### config.mk
export PLATFORM = sky130hd
export DESIGN_NAME = convseq_top
export DESIGN_NICKNAME = d
export VERILOG_FILES = /design/src/rtl/convseq_pkg.sv /design/src/rtl/convseq_regs.sv /design/src/rtl/convseq_clkdiv.sv /design/src/rtl/convseq_trig.sv /design/src/rtl/convseq_fsm.sv /design/src/rtl/convseq_result.sv /design/src/rtl/convseq_top.sv
export SDC_FILE = /design/constraint.sdc
export NUM_CORES = 1
export LEC_CHECK = 0
export BUFFER_PORTS_ARGS = -buffer_cell sky130_fd_sc_hd__buf_2
export CORE_ASPECT_RATIO = 0.75
export CORE_MARGIN = 3
export CORE_UTILIZATION = 55
export DETAILED_ROUTE_END_ITERATION = 7
export PLACE_DENSITY_LB_ADDON = 0.1
export REMOVE_ABC_BUFFERS = 1
export SLEW_MARGIN = 15
export SYNTH_ARGS = -nofsm -noshare
export SYNTH_HDL_FRONTEND = slang
export SYNTH_SLANG_ARGS = --single-unit
### constraint.sdc
create_clock -name clk -period 6.4 [get_ports clk]
set_input_delay 0.96 -clock clk [delete_from_list [all_inputs] [get_ports clk]]
set_output_delay 0.96 -clock clk [all_outputs]
set_load 0.005 [all_outputs]
### src/rtl/convseq_pkg.sv
`timescale 1ns/1ps
package convseq_pkg;

   // Control word field positions (decoded by software, so fixed)
   localparam int CW_MASK_LSB  = 0;
   localparam int CW_DIV_LSB   = 8;
   localparam int CW_SCAN_BIT  = 16;
   localparam int CW_PWR_BIT   = 21;
   localparam int CW_MODE_LSB  = 24;
   localparam int CW_MODE_W    = 3;
   localparam int CW_EDGE_BIT  = 27;

   // Data word field positions
   localparam int DW_DONE_BIT  = 31;
   localparam int DW_CH_LSB    = 24;
   localparam int DW_CH_W      = 3;
   localparam int DW_RES_MSB   = 15;

   // Start modes
   localparam logic [CW_MODE_W-1:0] MODE_OFF  = 3'd0;
   localparam logic [CW_MODE_W-1:0] MODE_SOFT = 3'd1;
   localparam logic [CW_MODE_W-1:0] MODE_TRG0 = 3'd2;

   typedef enum logic {
      SQ_IDLE = 1'b0,
      SQ_BUSY = 1'b1
   } seq_state_e;

endpackage

### src/rtl/convseq_regs.sv
`timescale 1ns/1ps
module convseq_regs
   import convseq_pkg::*;
#(
   parameter int N_CH  = 8,
   parameter int DIV_W = 8
) (
   input  logic                 clk,
   input  logic                 rst_n,
   input  logic                 ctl_wr,
   input  logic [31:0]          ctl_wdata,
   input  logic                 clr_mode,
   output logic [31:0]          ctl_rdata,
   output logic [N_CH-1:0]      mask_o,
   output logic [DIV_W-1:0]     div_o,
   output logic                 scan_o,
   output logic                 pwr_o,
   output logic [CW_MODE_W-1:0] mode_o,
   output logic                 rise_o
);

   if (N_CH < 2 || N_CH > 8) begin : g_bad_nch
      $error("convseq_regs: N_CH must be 2..8");
   end
   if (DIV_W < 1 || DIV_W > 8) begin : g_bad_divw
      $error("convseq_regs: DIV_W must be 1..8");
   end

   logic [N_CH-1:0]      sel_q;
   logic [DIV_W-1:0]     div_q;
   logic                 scan_q;
   logic                 pwr_q;
   logic [CW_MODE_W-1:0] mode_q;
   logic                 edge_q;
   logic                 unused_wbits;

   assign unused_wbits = ^ctl_wdata;

   always_ff @(posedge clk) begin
      if (!rst_n) begin
         sel_q  <= '0;
         div_q  <= '0;
         scan_q <= 1'b0;
         pwr_q  <= 1'b0;
         mode_q <= MODE_OFF;
         edge_q <= 1'b0;
      end else if (ctl_wr) begin
         sel_q  <= ctl_wdata[CW_MASK_LSB +: N_CH];
         div_q  <= ctl_wdata[CW_DIV_LSB +: DIV_W];
         scan_q <= ctl_wdata[CW_SCAN_BIT];
         pwr_q  <= ctl_wdata[CW_PWR_BIT];
         mode_q <= ctl_wdata[CW_MODE_LSB +: CW_MODE_W];
         edge_q <= ctl_wdata[CW_EDGE_BIT];
      end else if (clr_mode) begin
         mode_q <= MODE_OFF;
      end
   end

   // An empty mask stands for channel 0 alone
   assign mask_o = (sel_q == '0) ? {{(N_CH-1){1'b0}}, 1'b1} : sel_q;
   assign div_o  = div_q;
   assign scan_o = scan_q;
   assign pwr_o  = pwr_q;
   assign mode_o = mode_q;
   assign rise_o = edge_q;

   always_comb begin
      ctl_rdata = '0;
      ctl_rdata[CW_MASK_LSB +: N_CH]      = sel_q;
      ctl_rdata[CW_DIV_LSB +: DIV_W]      = div_q;
      ctl_rdata[CW_SCAN_BIT]              = scan_q;
      ctl_rdata[CW_PWR_BIT]               = pwr_q;
      ctl_rdata[CW_MODE_LSB +: CW_MODE_W] = mode_q;
      ctl_rdata[CW_EDGE_BIT]              = edge_q;
   end

   AST_SOFT_FIELD_IDLE: assert property (@(posedge clk) disable iff (!rst_n)
      (clr_mode && !ctl_wr) |=> (mode_o == MODE_OFF));

   AST_WRITE_LANDS: assert property (@(posedge clk) disable iff (!rst_n)
      ctl_wr |=> (pwr_o == $past(ctl_wdata[CW_PWR_BIT])));

endmodule

### src/rtl/convseq_clkdiv.sv
`timescale 1ns/1ps
module convseq_clkdiv #(
   parameter int DIV_W = 8
) (
   input  logic             clk,
   input  logic             rst_n,
   input  logic             en,
   input  logic [DIV_W-1:0] div,
   output logic             tick
);

   logic [DIV_W-1:0] cnt_q;
   logic             tick_q;

   always_ff @(posedge clk) begin
      if (!rst_n || !en) begin
         cnt_q  <= '0;
         tick_q <= 1'b0;
      end else if (cnt_q >= div) begin
         cnt_q  <= '0;
         tick_q <= 1'b1;
      end else begin
         cnt_q  <= cnt_q + 1'b1;
         tick_q <= 1'b0;
      end
   end

   assign tick = tick_q;

   AST_TICK_GAP: assert property (@(posedge clk) disable iff (!rst_n)
      (tick && div != '0) |=> !tick);

   AST_TICK_UNPOWERED: assert property (@(posedge clk) disable iff (!rst_n)
      !en |=> !tick);

endmodule

### src/rtl/convseq_trig.sv
`timescale 1ns/1ps
module convseq_trig
   import convseq_pkg::*;
#(
   parameter int N_TRIG      = 6,
   parameter int SYNC_STAGES = 2
) (
   input  logic                 clk,
   input  logic                 rst_n,
   input  logic [N_TRIG-1:0]    trig_in,
   input  logic [CW_MODE_W-1:0] mode,
   input  logic                 rise,
   output logic                 fire
);

   if (N_TRIG != 6) begin : g_bad_ntrig
      $error("convseq_trig: start modes address exactly six trigger inputs");
   end
   if (SYNC_STAGES < 0 || SYNC_STAGES > 4) begin : g_bad_sync
      $error("convseq_trig: SYNC_STAGES must be 0..4");
   end

   logic [N_TRIG-1:0] trig_s;
   logic [N_TRIG-1:0] prev_q;

   if (SYNC_STAGES == 0) begin : g_nosync
      assign trig_s = trig_in;
   end else begin : g_sync
      logic [N_TRIG-1:0] stage_q [SYNC_STAGES];
      for (genvar s = 0; s < SYNC_STAGES; s++) begin : g_stage
         always_ff @(posedge clk) begin
            if (!rst_n) begin
               stage_q[s] <= '0;
            end else if (s == 0) begin
               stage_q[s] <= trig_in;
            end else begin
               stage_q[s] <= stage_q[(s == 0) ? 0 : s-1];
            end
         end
      end
      assign trig_s = stage_q[SYNC_STAGES-1];
   end

   always_ff @(posedge clk) begin
      if (!rst_n) prev_q <= '0;
      else        prev_q <= trig_s;
   end

   logic [7:0]           cur_pad;
   logic [7:0]           prv_pad;
   logic [CW_MODE_W-1:0] idx;
   logic                 armed;

   assign cur_pad = 8'(trig_s);
   assign prv_pad = 8'(prev_q);
   assign idx     = mode - MODE_TRG0;
   assign armed   = (mode >= MODE_TRG0);

   always_comb begin
      fire = 1'b0;
      if (armed) begin
         if (rise) fire = cur_pad[idx] & ~prv_pad[idx];
         else      fire = ~cur_pad[idx] & prv_pad[idx];
      end
   end

endmodule

### src/rtl/convseq_fsm.sv
`timescale 1ns/1ps
module convseq_fsm
   import convseq_pkg::*;
#(
   parameter int N_CH = 8,
   localparam int CH_W = $clog2(N_CH)
) (
   input  logic                 clk,
   input  logic                 rst_n,
   input  logic                 ctl_wr,
   input  logic                 pwr,
   input  logic                 scan,
   input  logic [CW_MODE_W-1:0] mode,
   input  logic [N_CH-1:0]      mask,
   input  logic                 fire,
   input  logic                 cv_busy,
   input  logic                 cv_done,
   output logic                 cv_start,
   output logic [CH_W-1:0]      cv_chan,
   output logic                 clr_mode,
   output logic                 cap
);

   // First selected channel strictly after 'from', wrapping
   function automatic logic [CH_W-1:0] pick_after(input logic [N_CH-1:0] m,
                                                  input logic [CH_W-1:0] from);
      logic [CH_W-1:0] r;
      logic            hit;
      int              c;
      r   = '0;
      hit = 1'b0;
      for (int k = 1; k <= N_CH; k++) begin
         c = (int'(from) + k) % N_CH;
         if (!hit && m[c]) begin
            r   = CH_W'(c);
            hit = 1'b1;
         end
      end
      return r;
   endfunction

   localparam logic [CH_W-1:0] TOP_CH = CH_W'(N_CH - 1);

   seq_state_e      state_q;
   logic [CH_W-1:0] last_q;
   logic [CH_W-1:0] chan_q;
   logic            start_q;

   logic [CH_W-1:0] scan_nxt;
   logic [CH_W-1:0] lowest;
   logic            ready;
   logic            go_soft;
   logic            go_trig;
   logic            go_scan;
   logic            go;

   always_comb begin
      scan_nxt = pick_after(mask, last_q);
      lowest   = pick_after(mask, TOP_CH);
      ready    = (state_q == SQ_IDLE) && pwr && !cv_busy;
      go_scan  = ready && scan;
      go_soft  = ready && !scan && (mode == MODE_SOFT);
      go_trig  = ready && !scan && (mode >= MODE_TRG0) && fire;
      go       = go_scan || go_soft || go_trig;
   end

   always_ff @(posedge clk) begin
      if (!rst_n) begin
         state_q <= SQ_IDLE;
         last_q  <= TOP_CH;
         chan_q  <= '0;
         start_q <= 1'b0;
      end else begin
         start_q <= go;
         if (go) begin
            chan_q <= scan ? scan_nxt : lowest;
         end
         if (ctl_wr) begin
            last_q <= TOP_CH;
         end else if (go_scan) begin
            last_q <= scan_nxt;
         end
         if (go) begin
            state_q <= SQ_BUSY;
         end else if (state_q == SQ_BUSY && cv_done) begin
            state_q <= SQ_IDLE;
         end
      end
   end

   assign cv_start = start_q;
   assign cv_chan  = chan_q;
   assign clr_mode = go_soft;
   assign cap      = (state_q == SQ_BUSY) && cv_done;

   AST_START_PULSE: assert property (@(posedge clk) disable iff (!rst_n)
      cv_start |=> !cv_start);

   AST_START_POWERED: assert property (@(posedge clk) disable iff (!rst_n)
      cv_start |-> $past(pwr));

   AST_START_NOT_IDLE_MODE: assert property (@(posedge clk) disable iff (!rst_n)
      cv_start |-> ($past(scan) || $past(mode) != MODE_OFF));

   AST_CHAN_SELECTED: assert property (@(posedge clk) disable iff (!rst_n)
      cv_start |-> (|($past(mask) & ((N_CH)'(1) << cv_chan))));

   AST_ONE_IN_FLIGHT: assert property (@(posedge clk) disable iff (!rst_n)
      cv_start |-> !$past(cv_busy));

endmodule

### src/rtl/convseq_result.sv
`timescale 1ns/1ps
module convseq_result
   import convseq_pkg::*;
#(
   parameter int RES_W = 12,
   parameter int CH_W  = 3
) (
   input  logic             clk,
   input  logic             rst_n,
   input  logic             cap,
   input  logic [CH_W-1:0]  cap_ch,
   input  logic [RES_W-1:0] cap_res,
   input  logic             rd,
   output logic [31:0]      dat_rdata
);

   if (RES_W < 1 || RES_W > 12) begin : g_bad_resw
      $error("convseq_result: RES_W must be 1..12");
   end
   if (CH_W > DW_CH_W) begin : g_bad_chw
      $error("convseq_result: channel field is three bits");
   end

   logic                done_q;
   logic [DW_CH_W-1:0]  ch_q;
   logic [RES_W-1:0]    res_q;

   always_ff @(posedge clk) begin
      if (!rst_n) begin
         done_q <= 1'b0;
         ch_q   <= '0;
         res_q  <= '0;
      end else begin
         if (cap) begin
            done_q <= 1'b1;
            ch_q   <= DW_CH_W'(cap_ch);
            res_q  <= cap_res;
         end else if (rd) begin
            done_q <= 1'b0;
         end
      end
   end

   always_comb begin
      dat_rdata = '0;
      dat_rdata[DW_DONE_BIT]               = done_q;
      dat_rdata[DW_CH_LSB +: DW_CH_W]      = ch_q;
      dat_rdata[DW_RES_MSB -: RES_W]       = res_q;
   end

   AST_DONE_ON_RESULT: assert property (@(posedge clk) disable iff (!rst_n)
      cap |=> dat_rdata[DW_DONE_BIT]);

   AST_READ_CLEARS: assert property (@(posedge clk) disable iff (!rst_n)
      (rd && !cap) |=> !dat_rdata[DW_DONE_BIT]);

   AST_HOLD_FIELDS: assert property (@(posedge clk) disable iff (!rst_n)
      !cap |=> $stable(dat_rdata[30:0]));

endmodule

### src/rtl/convseq_top.sv
`timescale 1ns/1ps
module convseq_top
   import convseq_pkg::*;
#(
   parameter int N_CH        = 8,
   parameter int DIV_W       = 8,
   parameter int RES_W       = 12,
   parameter int N_TRIG      = 6,
   parameter int SYNC_STAGES = 2
) (
   input  logic                      clk,
   input  logic                      rst_n,
   input  logic                      ctl_wr,
   input  logic [31:0]               ctl_wdata,
   output logic [31:0]               ctl_rdata,
   input  logic                      dat_rd,
   output logic [31:0]               dat_rdata,
   input  logic [N_TRIG-1:0]         trig_in,
   output logic                      cv_pwr,
   output logic                      cv_tick,
   output logic                      cv_start,
   output logic [$clog2(N_CH)-1:0]   cv_chan,
   input  logic                      cv_busy,
   input  logic                      cv_done,
   input  logic [RES_W-1:0]          cv_result
);

   localparam int CH_W = $clog2(N_CH);

   logic [N_CH-1:0]      mask;
   logic [DIV_W-1:0]     div;
   logic                 scan;
   logic                 pwr;
   logic [CW_MODE_W-1:0] mode;
   logic                 rise;
   logic                 clr_mode;
   logic                 fire;
   logic                 cap;

   convseq_regs #(.N_CH(N_CH), .DIV_W(DIV_W)) u_regs (
      .clk       (clk),
      .rst_n     (rst_n),
      .ctl_wr    (ctl_wr),
      .ctl_wdata (ctl_wdata),
      .clr_mode  (clr_mode),
      .ctl_rdata (ctl_rdata),
      .mask_o    (mask),
      .div_o     (div),
      .scan_o    (scan),
      .pwr_o     (pwr),
      .mode_o    (mode),
      .rise_o    (rise)
   );

   convseq_clkdiv #(.DIV_W(DIV_W)) u_div (
      .clk   (clk),
      .rst_n (rst_n),
      .en    (pwr),
      .div   (div),
      .tick  (cv_tick)
   );

   convseq_trig #(.N_TRIG(N_TRIG), .SYNC_STAGES(SYNC_STAGES)) u_trig (
      .clk     (clk),
      .rst_n   (rst_n),
      .trig_in (trig_in),
      .mode    (mode),
      .rise    (rise),
      .fire    (fire)
   );

   convseq_fsm #(.N_CH(N_CH)) u_fsm (
      .clk      (clk),
      .rst_n    (rst_n),
      .ctl_wr   (ctl_wr),
      .pwr      (pwr),
      .scan     (scan),
      .mode     (mode),
      .mask     (mask),
      .fire     (fire),
      .cv_busy  (cv_busy),
      .cv_done  (cv_done),
      .cv_start (cv_start),
      .cv_chan  (cv_chan),
      .clr_mode (clr_mode),
      .cap      (cap)
   );

   convseq_result #(.RES_W(RES_W), .CH_W(CH_W)) u_res (
      .clk       (clk),
      .rst_n     (rst_n),
      .cap       (cap),
      .cap_ch    (cv_chan),
      .cap_res   (cv_result),
      .rd        (dat_rd),
      .dat_rdata (dat_rdata)
   );

   assign cv_pwr = pwr;

   AST_UNPOWERED_QUIET: assert property (@(posedge clk) disable iff (!rst_n)
      !cv_pwr |=> !cv_start);

endmodule

==> results.yml <==
yosys:
  synthArstFlopShare_pct: 0
  ys.warnings.count: 0
  synth_edf_count: 0
  synth_flop_cell: "dfxtp_1"
  synth_cell_type_count: 64
  syn-cell-area_sq_mm: 0.00400
  netlist_instances: 454
  synth-seq-area-share_pct: 36.5
  syn_avg_cell_area_sq_um: 8.81
  ys_ff_latch: 73
hold_path:
  holdPathEnd: "u_trig.g_sync.stage_q[1][4]"
  hold_path_class: "reg2reg"
  min_from: "u_trig.g_sync.stage_q[0][4]"
  hold_depth: 1
sta:
  rsz0062_at_grt: "false"
  min_period_ns: 3.66
  setup_ws_ns: 2.74
  setup_violations: 0
  tns_ns: 0
  finalClockSkew_ns: 0.00611
  max_freq_ghz: 0.273
  slew_violations: 0
  hold_viol_final: 0
  slew_headroom_pct: 47.3
  worst_pin_slew_ns: 0.784
  finalCritPeriodShare_pct: 57.3
cts:
  ctsResizeCount: 0
  htree_levels: 3
  hold_buffers: 0
  cts_made_buffers: 9
  clk_pin_slew_ns: 0.07
  cts_tree: "done"
  cts_root_buffer: "clkbuf_8"
  clk_latency_ns: 0.34
  cts_setup_buffers: 0
  ctsLongestPathBuffers: 2
  cts.sinks: 73
pwr:
  p_leak_nw: 2.06
  ir_drop_uv: 154
  powerDensity_mw_per_mm2: 221
  finalPower_mw: 1.01
critical_path:
  path_buf_inv: 2
  path_max_fanout: 10
  cpMaxStageDelayCell: "dfxtp_1"
  worstReg2RegEnd: "u_fsm.cv_chan[1]"
  cp-end-kind: "register"
  r2r_start: "u_fsm.last_q[1]"
  worst-r2r-cell-count: 10
  cp_cell_sequence: "clkinv_1, ha_1, inv_1, a2111oi_0, a221oi_2, o32ai_1, nand4_1, o21a_1, a211o_1, a31o_1"
  arrival_ns: 3.91
  critPathLaunch: "u_fsm.last_q[1]"
  cpPeakStageDelay_ns: 0.58
  required_ns: 6.64
  ff2ff_setup_slack_ns: 2.74
  crit_path_start_kind: "register"
  crit_family: "compound AO/OA/AOI/OAI gates"
  path_class: "reg2reg"
final_layout:
  drive_gt1_share_pct: 24.3
  num-fill-cells: 634
  diodes: 0
  nets: 593
  area_growth_pct: 13.9
die:
  die_h_microns: 79.8
  io_pins: 126
  rows: 26
  dieArea_sq_mm: 0.00834
  core_area_sq_mm: 0.00693
  start_util_pct: 57.7
  die_x_microns: 104
grt:
  antenna_found_initial: 0
  overflow: 0
  grt_pass1_wl_microns: 14800
  grt_pass1_vias: 3026
  grt_max_degree: 26
  globalRouteTotalUtil_pct: 22.0
placement:
  dpl.hpwl_microns: 6490
  numPortBuffers: 89
  gp_congestion: 0.879
  pre_cts_slack_ns: 2.84
route:
  drtAntennaViolNets: 0
  vias_per_cell: 5.29
  drt-wirelength-per-cell_microns: 14.2
  drcViolationCount: 0
  drtIter0Drc: 195
  dr.pass1.iters: 4
  routed_wl_microns: 8950
  vias: 3319
job:
  maxCapViolations: 0
outcome:
  status: "complete, no violations"
==> state kept, by name, summed over array words and instances, names as in the netlist <==
name,count
u_res.done_q,1
u_regs.sel_q,8
u_regs.mode_o,3
u_regs.pwr_o,1
u_fsm.last_q,3
u_regs.scan_o,1
u_fsm.cv_start,1
u_regs.rise_o,1
u_res.ch_q,3
u_fsm.cv_chan,3
u_trig.prev_q,6
u_regs.div_o,8
u_res.res_q,12
u_fsm.state_q,1
u_div.tick,1
u_div.cnt_q,8
u_trig.g_sync.stage_q,12
==> through the flow <==
stage	instance area, sq um	cells	util, %	hold WS (ns)
6_report	4550	628	65.7	0.435
3_3_place_gp	4330	612	62.5	0.414
4_1_cts	4550	628	65.7	0.439
5_1_grt	4550	628	65.7	0.449
3_5_place_dp	4330	612	62.5	0.420
2_1_floorplan	3750	423	-	0.412
==> where the power goes <==
part | switching (mW) | leakage (nW) | internal, mW | total, mW
Combinational | 0.0701 | 1.36 | 0.0622 | 0.132
Sequential | 0.0183 | 0.596 | 0.468 | 0.486
Clock | 0.171 | 0.109 | 0.219 | 0.390
==> how the worst max path moves through the flow <==
stage / endpoint / slack, ns / depth (start not counted)
floorplan: u_fsm.cv_chan[1] / 3.25 / 11
global placement: u_fsm.cv_chan[1] / 2.91 / 10
detailed placement: u_fsm.cv_chan[1] / 2.84 / 10
CTS: u_fsm.cv_chan[1] / 2.85 / 10
global route: u_fsm.cv_chan[0] / 2.50 / 11
finish: u_fsm.cv_chan[1] / 2.74 / 10
==> layer usage <==
metal	vias up	share of wire, %	GRT usage (%)	wire, microns
met3	15	8.7	5.90	781
li1	1670	-	-	-
met5	-	0	0	0
met4	0	1.4	7.44	128
met1	1492	48	30.7	4310
met2	142	42	32.9	3730
==> synth_stat cells, types with 3 or more instances <==
cell	count	area, sq um
a211oi_1	7	52.6
a21o_1	7	52.6
a21oi_1	24	120
and2_1	21	131
and3_1	4	25.0
buf_1	3	11.3
buf_2	3	15.0
buf_4	32	240
clkbuf_1	17	63.8
dfxtp_1	73	1460
ha_1	12	150
inv_1	15	56.3
mux2_2	4	45.0
mux2i_1	25	250
mux4_2	5	113
nand2_1	48	180
nand2b_1	5	31.3
nand3_1	14	70.1
nand3b_1	3	22.5
nor2_1	36	135
nor2b_1	5	31.3
nor3_1	13	65.1
nor3b_1	3	22.5
nor4_1	3	18.8
o21a_1	3	22.5
o21ai_0	9	45.0
or3_1	3	18.8
xnor2_1	4	35.0
xor2_1	6	52.6
==> final cells by class <==
cell class | count | area [sq um] | area share (%)
clock buffers | 9 | 124 | 2.72
clock inverters | 7 | 95.1 | 2.09
inverters | 18 | 67.6 | 1.48
multi-input cells | 332 | 2220 | 48.8
flip-flops and latches | 73 | 1460 | 32.1
well taps | 98 | 123 | 2.69
repair buffers | 91 | 460 | 10.1
==> worst reg2reg max path: cells and delay by family (launching register included) <==
kind            cells  cell delay, ns
flops               1            0.58
compound gates      6            1.68
fa+ha+maj           1            0.56
simple gates        1            0.23
buf+inv             2            0.52
==> cell families after synthesis <==
logic type / count (synthesis) / synth area share (%)
compound gates: 78 / 13.9
xor+xnor: 10 / 2.19
fa+ha+maj: 12 / 3.75
buf+inv: 74 / 10.2
flops: 73 / 36.5
mux: 36 / 11.5
other cells: 1 / 0.0938
simple gates: 170 / 21.7
==> cells in the final DEF (no fill, tap or decap), types with 4 or more instances in the layout <==
cell      Yosys  layout
mux2_2        4       4
nand2_1      48      48
mux4_2        5       5
buf_2         3      89
and3_1        4       4
xnor2_1       4       4
nor2_1       36      36
inv_1        15      15
a21o_1        7       7
a211oi_1      7       7
and2_1       21      21
nand3_1      14      14
nor2b_1       5       5
dfxtp_1      73      73
xor2_1        6       6
ha_1         12      12
clkbuf_8      0       9
nor3_1       13      13
nand2b_1      5       5
conb_1        1      26
o21ai_0       9       9
a21oi_1      24      24
mux2i_1      25      25
No activity file was read; power rests on OpenSTA's default activity.
